--- src/rtl/req_token_gate.sv ---
module req_token_gate #(
  parameter int BURST_W = 8,
  parameter int LVL_W   = 4,
  parameter int MAX_LVL = 11
) (
  input  logic               clk,
  input  logic               rst_n,
  input  logic               reg_on,
  input  logic [BURST_W-1:0] burst_m1,
  input  logic [LVL_W-1:0]   peak_lvl,
  input  logic [LVL_W-1:0]   avg_lvl,
  input  logic               up_valid,
  output logic               up_ready,
  output logic               dn_valid,
  input  logic               dn_ready
);
  localparam int TOK_W = BURST_W + 1;
  localparam int CNT_W = MAX_LVL + 1;
  localparam logic [TOK_W-1:0] TOK_MAX = TOK_W'(1) << BURST_W;

  function automatic logic [CNT_W-1:0] lvl_mask(input logic [LVL_W-1:0] lvl);
    logic [CNT_W-1:0] m;
    for (int i = 0; i < CNT_W; i++) m[i] = (i <= int'(lvl));
    return m;
  endfunction

  logic [TOK_W-1:0] tok_q, depth, base, tok_d;
  logic [CNT_W-1:0] avg_cnt, gap_cnt, avg_mask, pk_mask;
  logic [LVL_W-1:0] avg_l, pk_l;
  logic tick, open, acc, add;

  assign avg_l    = (int'(avg_lvl) > MAX_LVL) ? LVL_W'(MAX_LVL) : avg_lvl;
  assign pk_l     = (int'(peak_lvl) > MAX_LVL) ? LVL_W'(MAX_LVL) : peak_lvl;
  assign avg_mask = lvl_mask(avg_l);
  assign pk_mask  = lvl_mask(pk_l);

  assign depth = {1'b0, burst_m1} + TOK_W'(1);
  assign base  = (tok_q > depth) ? depth : tok_q;
  assign tick  = (avg_cnt == avg_mask);
  assign add   = tick && (base < depth);
  assign open  = !reg_on || ((tok_q != '0) && (gap_cnt == '0));
  assign acc   = reg_on && open && up_valid && dn_ready;
  assign tok_d = base + TOK_W'(add) - TOK_W'(acc);

  assign dn_valid = up_valid && open;
  assign up_ready = dn_ready && open;

  always_ff @(posedge clk or negedge rst_n) begin
    if (!rst_n) begin
      tok_q   <= TOK_MAX;
      avg_cnt <= '0;
      gap_cnt <= '0;
    end else if (!reg_on) begin
      tok_q   <= depth;
      avg_cnt <= '0;
      gap_cnt <= '0;
    end else begin
      tok_q   <= tok_d;
      avg_cnt <= tick ? '0 : avg_cnt + CNT_W'(1);
      if (acc)                 gap_cnt <= pk_mask;
      else if (gap_cnt != '0)  gap_cnt <= gap_cnt - CNT_W'(1);
    end
  end
endmodule


--- config.mk ---
export PLATFORM = sky130hd
export DESIGN_NAME = req_token_gate
export DESIGN_NICKNAME = d
export VERILOG_FILES = /design/src/rtl/req_token_gate.sv
export SDC_FILE = /design/constraint.sdc
export NUM_CORES = 1
export LEC_CHECK = 0
export ABC_AREA = 1
export CAP_MARGIN = 10
export CELL_PAD_IN_SITES_DETAIL_PLACEMENT = 1
export CELL_PAD_IN_SITES_GLOBAL_PLACEMENT = 2
export CORE_ASPECT_RATIO = 1.4
export CORE_MARGIN = 4
export CORE_UTILIZATION = 33
export DETAILED_ROUTE_END_ITERATION = 7
export PLACE_DENSITY_LB_ADDON = 0.25
export SETUP_SLACK_MARGIN = 0.15
export SLEW_MARGIN = 15
export SYNTH_ARGS = -nofsm -noshare
export SYNTH_HDL_FRONTEND = slang
export SYNTH_SLANG_ARGS = --single-unit
--- constraint.sdc ---
create_clock -name clk -period 6.4 [get_ports clk]
set_input_delay 1.28 -clock clk [delete_from_list [all_inputs] [get_ports clk]]
set_output_delay 1.28 -clock clk [all_outputs]
set_load 0.02 [all_outputs]
==> key figures, run 1 <==
Clock network
  • CTS H-tree lvls: 2
  • CTS Root Cell: clkbuf_16
  • CTS hold repair buffers: 0
  • Worst skew pair latency: about 280 ps
  • Cts bufs inserted: 5
  • Clock-pin slew on the worst setup and hold paths: 50 ps
  • CTS tree: built
  • Sink Count: 33
  • Max clock buf depth: 2

Critical path
  • Reg2reg setup slack: 1770 ps
  • WP data arrival: 6150 ps
  • CP peak stage delay: 340 ps
  • CP dominant cell by count: nand2_1
  • Crit Path Class: primary input to flop
  • RR Startpoint: tok_q[2]$_DFF_PN0_
  • CP startpoint kind: primary input
  • Worst-case reg-to-reg path depth: 37
  • Crit-path max FO: 6
  • Slowest-stage cell, CP: fa_2
  • Nature of the critical path endpoint: flop
  • Critical Path Start: burst_m1[1]
  • Worst Setup EP: tok_q[8]$_DFF_PN1_
  • Required time worst endpoint: 6610 ps
  • Reg2reg end: tok_q[8]$_DFF_PN1_

Die
  • Die height: 122 um
  • Core area: 0.00903 mm2
  • Core Rows: 41
  • Initial Utilization: 0.340
  • Area of the die: 0.0109 mm2
  • IO Pins: 23
  • Die Span X: ~90 um

Logic synthesis
  • Ys Warns: 0
  • Syn Nets: 505
  • Mean Syn Cell Area: 6.69 um2
  • Ys flop type: dfrtp_1
  • Synth Area in Compound Gates: 0.137
  • Count leader, synth: nand2_1
  • Dominant cells by area after synthesis: dfrtp_1, nand2_1, inv_1, ha_1, nor2_1
  • Xor/xnor share of the synthesized area: 0.0456
  • Post-Synth Simple-Gate Area: 0.331
  • Adder-Cell Fraction of Synth Area: 0.104
  • #FFs+latches synth: 33
  • Seq/Total Area, Yosys: 0.269
  • Netlist cell types: 37
  • Post-Syn Area: 0.00307 mm2
  • Mux cell area share after synthesis: 0
  • Area share of the largest cell type after synthesis: 0.261
  • Number of synthesized flops with an enable pin: 0
  • Post-synth top area cell: dfrtp_1
  • Syn Inst Count: 459
  • Largest family of logic cells by synthesized area: simple AND/OR/NAND/NOR gates
  • Commonest cells in the netlist: nand2_1, inv_1, nor2_1
  • Ys async rst share: 1.00

Cells and area
  • Layout cells sized above 1: 0.203
  • Area Overhead vs Synth: 33.7%
  • Layout Nets: between 500 and 600
  • # diodes: 0
  • Final instance area: slightly above 0.004 mm2

Timing
  • Final Hold Vio Count: 0
  • Setup TNS: 0 ps
  • Worst clock skew: 3.46 ps
  • Final slew viol count: 0
  • Worst Hold Slack: 563 ps
  • Slew HR: 0.644
  • Unrepaired setup endpoints after global routing: false
  • Period utilisation layout: 0.929
  • Fmax: 168 MHz
  • Final setup fails: 0
  • Actual slew at the worst max-slew pin: between 500 and 600 ps
  • Final Critical Period: 5940 ps

Power
  • P_leak: 2.15 nW
  • Power Dens Cells: 446 mW/mm2
  • Peak VDD IR: roughly 0.17 mV
  • Tot Pwr: 1.83 mW

Place
  • Detailed placer's ending HPWL: around 7500 um
  • GPL Wtd Cong: 0.798
  • Post-DP Area: 0.00365 mm2
  • I/O Buffers: 22

Run status
  • Outcome: complete, no violations

Global routing
  • Vias in the first global route: between 3,000 and 4,000
  • Initial antenna violation count: 0
  • Pin count of the biggest net entering global routing: 34
  • Gr usage total: 0.181
  • Congestion Overflow GR: 0
  • First-pass GRT wire length: 15,500 um

Drt
  • Iteration-0 DRC Markers: 79
  • Post-route ant nets: 0
  • Total Wirelength: around 9500 um
  • Via Count: 3,265
  • TritonRoute pass-1 iters: 4
  • DRC: 0
  • Post-DR wirelength/cell: roughly 15 um
  • DR vias/cell: 5.08

Worst hold path
  • Hold WC Path Type: flop to flop
  • Worst hold path cell count: 2

Run
  • MaxCap Viol Count: 0
-- repair_timing --
action	in CTS	in global routing
endpoints found under the setup margin	1	3
gates cloned	1	0
gates resized for setup	21	21
buffers inserted	12	4
pin swaps	15	15
-- per-layer routing --
| layer | vias up | part of all wire | GRT usage |
|---|---|---|---|
| li1 | 1646 | - | - |
| met1 | 1582 | 0.38 | 0.192 |
| met2 | 30 | 0.59 | 0.360 |
| met3 | 7 | 0.020 | 0.0210 |
| met4 | 0 | 0.011 | 0.0503 |
| met5 | - | 0 | 0 |
-- how the worst min path moves through the flow --
stage                       startpoint                 endpoint
6_report       gap_cnt[10]$_DFFE_PN0P_  gap_cnt[10]$_DFFE_PN0P_
5_1_grt           avg_cnt[0]$_DFF_PN0_     avg_cnt[0]$_DFF_PN0_
4_1_cts        gap_cnt[10]$_DFFE_PN0P_  gap_cnt[10]$_DFFE_PN0P_
3_5_place_dp   gap_cnt[10]$_DFFE_PN0P_  gap_cnt[10]$_DFFE_PN0P_
3_3_place_gp    gap_cnt[0]$_DFFE_PN0P_   gap_cnt[0]$_DFFE_PN0P_
2_1_floorplan     avg_cnt[0]$_DFF_PN0_     avg_cnt[0]$_DFF_PN0_
-- flip-flops by register name, summed over array words and instances, names as in the netlist --
register / flops
avg_cnt: 12
gap_cnt: 12
tok_q: 9
-- through the flow --
stage,util,instances,setup WS (ps)
3_3_place_gp,0.404,618,-272
4_1_cts,0.441,639,151
2_1_floorplan,-,459,425
5_1_grt,0.455,643,42.5
6_report,0.455,643,455
3_5_place_dp,0.404,618,-450
-- worst max-delay path, delay by kind of cell --
kind	cells	cell delay, ps
AND/OR/NAND/NOR	25	2180
AO/OA/AOI/OAI	4	500
adder cells (fa/ha/maj)	6	1570
buffers and inverters	6	600
-- layout by cell type, fill, tap and decap left out, types with 3 or more instances in the layout --
cell type        count
a211oi_1             6
a211oi_2             3
a21oi_1             11
buf_4               49
clkbuf_16            5
clkdlybuf4s50_1     17
dfrtp_1             32
dlymetal6s2s_1       4
ha_1                17
ha_4                 5
inv_1               80
inv_2                3
nand2_1             87
nand2_2             15
nand2_4              3
nand3_1             33
nand3_2              4
nand3b_1             3
nand4_1             10
nor2_1              53
nor3_1               8
o21ai_0             29
o21ai_1              4
o21ai_2              3
or2_2                4
xnor2_1              5
xor2_1              11
-- layout make-up --
cell class                 count  area (um2)
timing repair buffer          72         608
clock buffer                   7         143
fill                        1145        4920
clock inverter                 1        30.0
sequential                    33         827
tap                          107         134
multi-input combinational    339        2050
inverter                      84         315
-- cells by family after synthesis --
logic type                 Yosys count
and+or+nand+nor                    227
buffers and inverters               88
AOI/OAI and AO/OA                   70
DFF                                 33
adders and majority gates           25
xor gates and xnor gates            16
-- power breakdown --
part | switching [mW] | internal (mW)
sequential | 0.0588 | 0.269
combinational | 0.673 | 0.546
clock | 0.0897 | 0.194
total | 0.821 | 1.01
Power figures use the tool's default switching activity.
==> run 2: changes to the inputs <==
- CAP_MARGIN: 10 -> not set
==> results of run 2 <==
No change in the layout: final DEF, timing and power equal those of run 1.
==> run 3: changes to the inputs <==
--- a/config.mk
+++ b/config.mk
@@ -11,3 +11,3 @@
 export CORE_ASPECT_RATIO = 1.4
-export CORE_MARGIN = 4
+export CORE_MARGIN = 3
 export CORE_UTILIZATION = 33
--- a/constraint.sdc
+++ b/constraint.sdc
@@ -3,2 +3,2 @@
 set_output_delay 1.28 -clock clk [all_outputs]
-set_load 0.02 [all_outputs]
+set_load 0.01 [all_outputs]
==> run 3 against run 2 <==
Net effect:
- register-to-register slack worse by 100 ps
- clock-buffer cell count stayed put
- worst setup slack hardly changed
- die area is 3.8% lower
- core utilization is 0.30 points lower
- critical path depth is 3 lower
- sequential share of layout area is 0.14 points higher
- design area is 0.67% lower
- sequential power hardly changed
- largest cell class unchanged
- largest power group unchanged
==> key figures, run 3 (synthesis results as in run 1) <==
Power
  • Combinational share of power: 0.663 (-0.003)
  • Pint: 1.00 mW (-0.46%)
  • Peak VDD IR: 0.180 mV (+4.0%)
  • Clk network pwr share: 0.158 (+0.003)
  • P_leak: 2.13 nW (-1.3%)
  • Flop pwr share: 0.180 (about the same)
  • Power Dens Cells: 446 mW/mm2 (about the same)
  • P_sw: 0.813 mW (-0.99%)
  • Switching Share: 0.447 (-0.00132)

Critical path
  • Nature of the critical path endpoint: flop
  • CP peak stage delay: 520 ps (+180 ps)
  • Slowest-stage cell, CP: clkdlybuf4s50_1
  • Crit Path Class: primary input to flop
  • Required time worst endpoint: 6610 ps (about the same)
  • CP startpoint kind: primary input
  • Crit-path max FO: 5 (-1)
  • CP dominant cell by count: nand2_1
  • WP data arrival: 6150 ps (about the same)

Clock network
  • Clock-pin slew on the worst setup and hold paths: 50 ps (about the same)
  • Sink Count: 33 (unchanged)
  • CTS hold repair buffers: 0 (unchanged)
  • Cts bufs inserted: 5 (unchanged)
  • CTS H-tree lvls: 2 (unchanged)
  • CTS tree: built
  • Max clock buf depth: 2 (unchanged)
  • CTS Root Cell: clkbuf_16
  • Worst skew pair latency: 280 ps (about the same)

Drt
  • DRC: 0 (unchanged)
  • TritonRoute pass-1 iters: 4 (unchanged)
  • Post-route ant nets: 0 (unchanged)
  • Total Wirelength: 9260 um (-2.7%)
  • Iteration-0 DRC Markers: 84 (+6.3%)
  • DR vias/cell: 5.04 (-0.76%)
  • Post-DR wirelength/cell: 14.5 um (-1.8%)
  • Via Count: 3,210 (-1.7%)

Timing
  • Slew HR: 0.656 (+0.0121)
  • Final slew viol count: 0 (unchanged)
  • Setup TNS: 0 ps (unchanged)
  • Final setup fails: 0 (unchanged)
  • Final Critical Period: 5940 ps (-0.184 ps)
  • Worst clock skew: 2.62 ps (-0.842 ps)
  • Period utilisation layout: 0.929 (about the same)
  • Fmax: 168 MHz (about the same)
  • Actual slew at the worst max-slew pin: 511 ps (-17.9 ps)
  • Unrepaired setup endpoints after global routing: false
  • Final Hold Vio Count: 0 (unchanged)

Cells and area
  • Register area: 827 um2 (unchanged)
  • Cell Count, Final, Fillers Out: 637 (-0.93%)
  • Largest regs: avg_cnt (12), gap_cnt (12), tok_q (9)
  • Layout filler cell count: 1,162 (+1.5%)
  • Most common cell after layout, fill and taps aside: nand2_1
  • Area Overhead vs Synth: 32.8%
  • Most frequent cells in the layout: nand2_1, inv_1, nor2_1
  • Footprint of the multi-input gates: 0.00207 mm2 (+0.85%)
  • Layout cells sized above 1: 0.198 (-0.00525)
  • # diodes: 0 (unchanged)
  • Layout Nets: 575 (-1.0%)

Die
  • Initial Utilization: 0.340 (unchanged)
  • IO Pins: 23 (unchanged)
  • Core area: 0.00903 mm2 (unchanged)
  • Core Rows: 41 (unchanged)
  • Die Span X: 87.5 um (-2.2%)
  • Area of the die: 0.0105 mm2 (-3.8%)
  • Die height: 120 um (-1.6%)

Place
  • GPL Wtd Cong: 0.815 (+2.1%)
  • I/O Buffers: 22 (unchanged)
  • Detailed placer's ending HPWL: 7380 um (-1.5%)
  • Placed insts: 618 (unchanged)

Run
  • MaxCap Viol Count: 0 (unchanged)

Global routing
  • First-pass GRT wire length: 15,200 um (-1.8%)
  • Vias in the first global route: 3,370 (-3.5%)
  • Pin count of the biggest net entering global routing: 34 (unchanged)
  • Gr usage total: 0.184 (+0.00290)
  • Congestion Overflow GR: 0 (unchanged)
  • Initial antenna violation count: 0 (unchanged)

Worst hold path
  • Hold WC Path Type: flop to flop

Run status
  • Outcome: complete, no violations
## run 3: final cells by class
cell class | instances | area share
clock buffer | 7 | 0.0350
clock inverter | 1 | 0.00736
inverter | 84 | 0.0773
multi-input combinational | 339 | 0.507
sequential | 33 | 0.203
tap | 107 | 0.0328
timing repair buffer | 66 | 0.138
## run 3: repair_timing
action	CTS	global route
resized for setup	16	29
pin swaps	6	20
cloned	1	0
endpoints found under the setup margin	1	3
hold endpoints to repair	0	0
setup buffers	4	6
## run 3: per-layer routing
layer	track usage	vias to the layer above	part of all wire	wire length [um]
met5	0	-	0	0
met4	0.0576	0	0.021	196
met3	0.0206	15	0.018	165
met2	0.362	26	0.57	5230
met1	0.195	1534	0.40	3660
li1	-	1635	-	-
## run 3: path summary, 6_finish.rpt
kind	startpoint	to	slack (ps)	depth (start not counted)
hold / removal	gap_cnt[10]$_DFFE_PN0P_	gap_cnt[10]$_DFFE_PN0P_	570	2
max in group asynchronous	rst_n	tok_q[8]$_DFF_PN1_	4620	2
min in group asynchronous	rst_n	tok_q[2]$_DFF_PN0_	1430	2
hold reg to reg	gap_cnt[10]$_DFFE_PN0P_	gap_cnt[10]$_DFFE_PN0P_	570	2
setup / recovery	burst_m1[7]	tok_q[8]$_DFF_PN1_	460	38
setup reg to reg	tok_q[2]$_DFF_PN0_	tok_q[8]$_DFF_PN1_	1670	36
## run 3: power by group through the flow
stage	clock, mW	sequential, mW	combinational [mW]
2_1_floorplan	0	0.307	0.726
5_1_grt	0.301	0.336	1.37
6_report	0.286	0.327	1.20
3_5_place_dp	0	0.325	1.05
3_3_place_gp	0	0.324	1.01
4_1_cts	0.293	0.323	1.12
## run 3: per-stage QoR
stage | util | power [mW] | hold slack (ps) | setup WS, ps | cell area (um2)
detailed placement | 0.404 | 1.37 | 554 | -513 | 3650
global placement | 0.404 | 1.34 | 554 | -260 | 3650
CTS | 0.433 | 1.73 | 568 | 156 | 3910
floorplan | - | 1.03 | 475 | 425 | 3070
global route | 0.452 | 2.01 | 610 | 85.0 | 4080
finish | 0.452 | 1.82 | 565 | 455 | 4080
## run 3: worst max-delay path: cells and delay by family
family          cells  cell delay, ps
fa+ha+maj           5            1370
simple gates       22            1750
buf+inv             6             880
compound gates      5             840
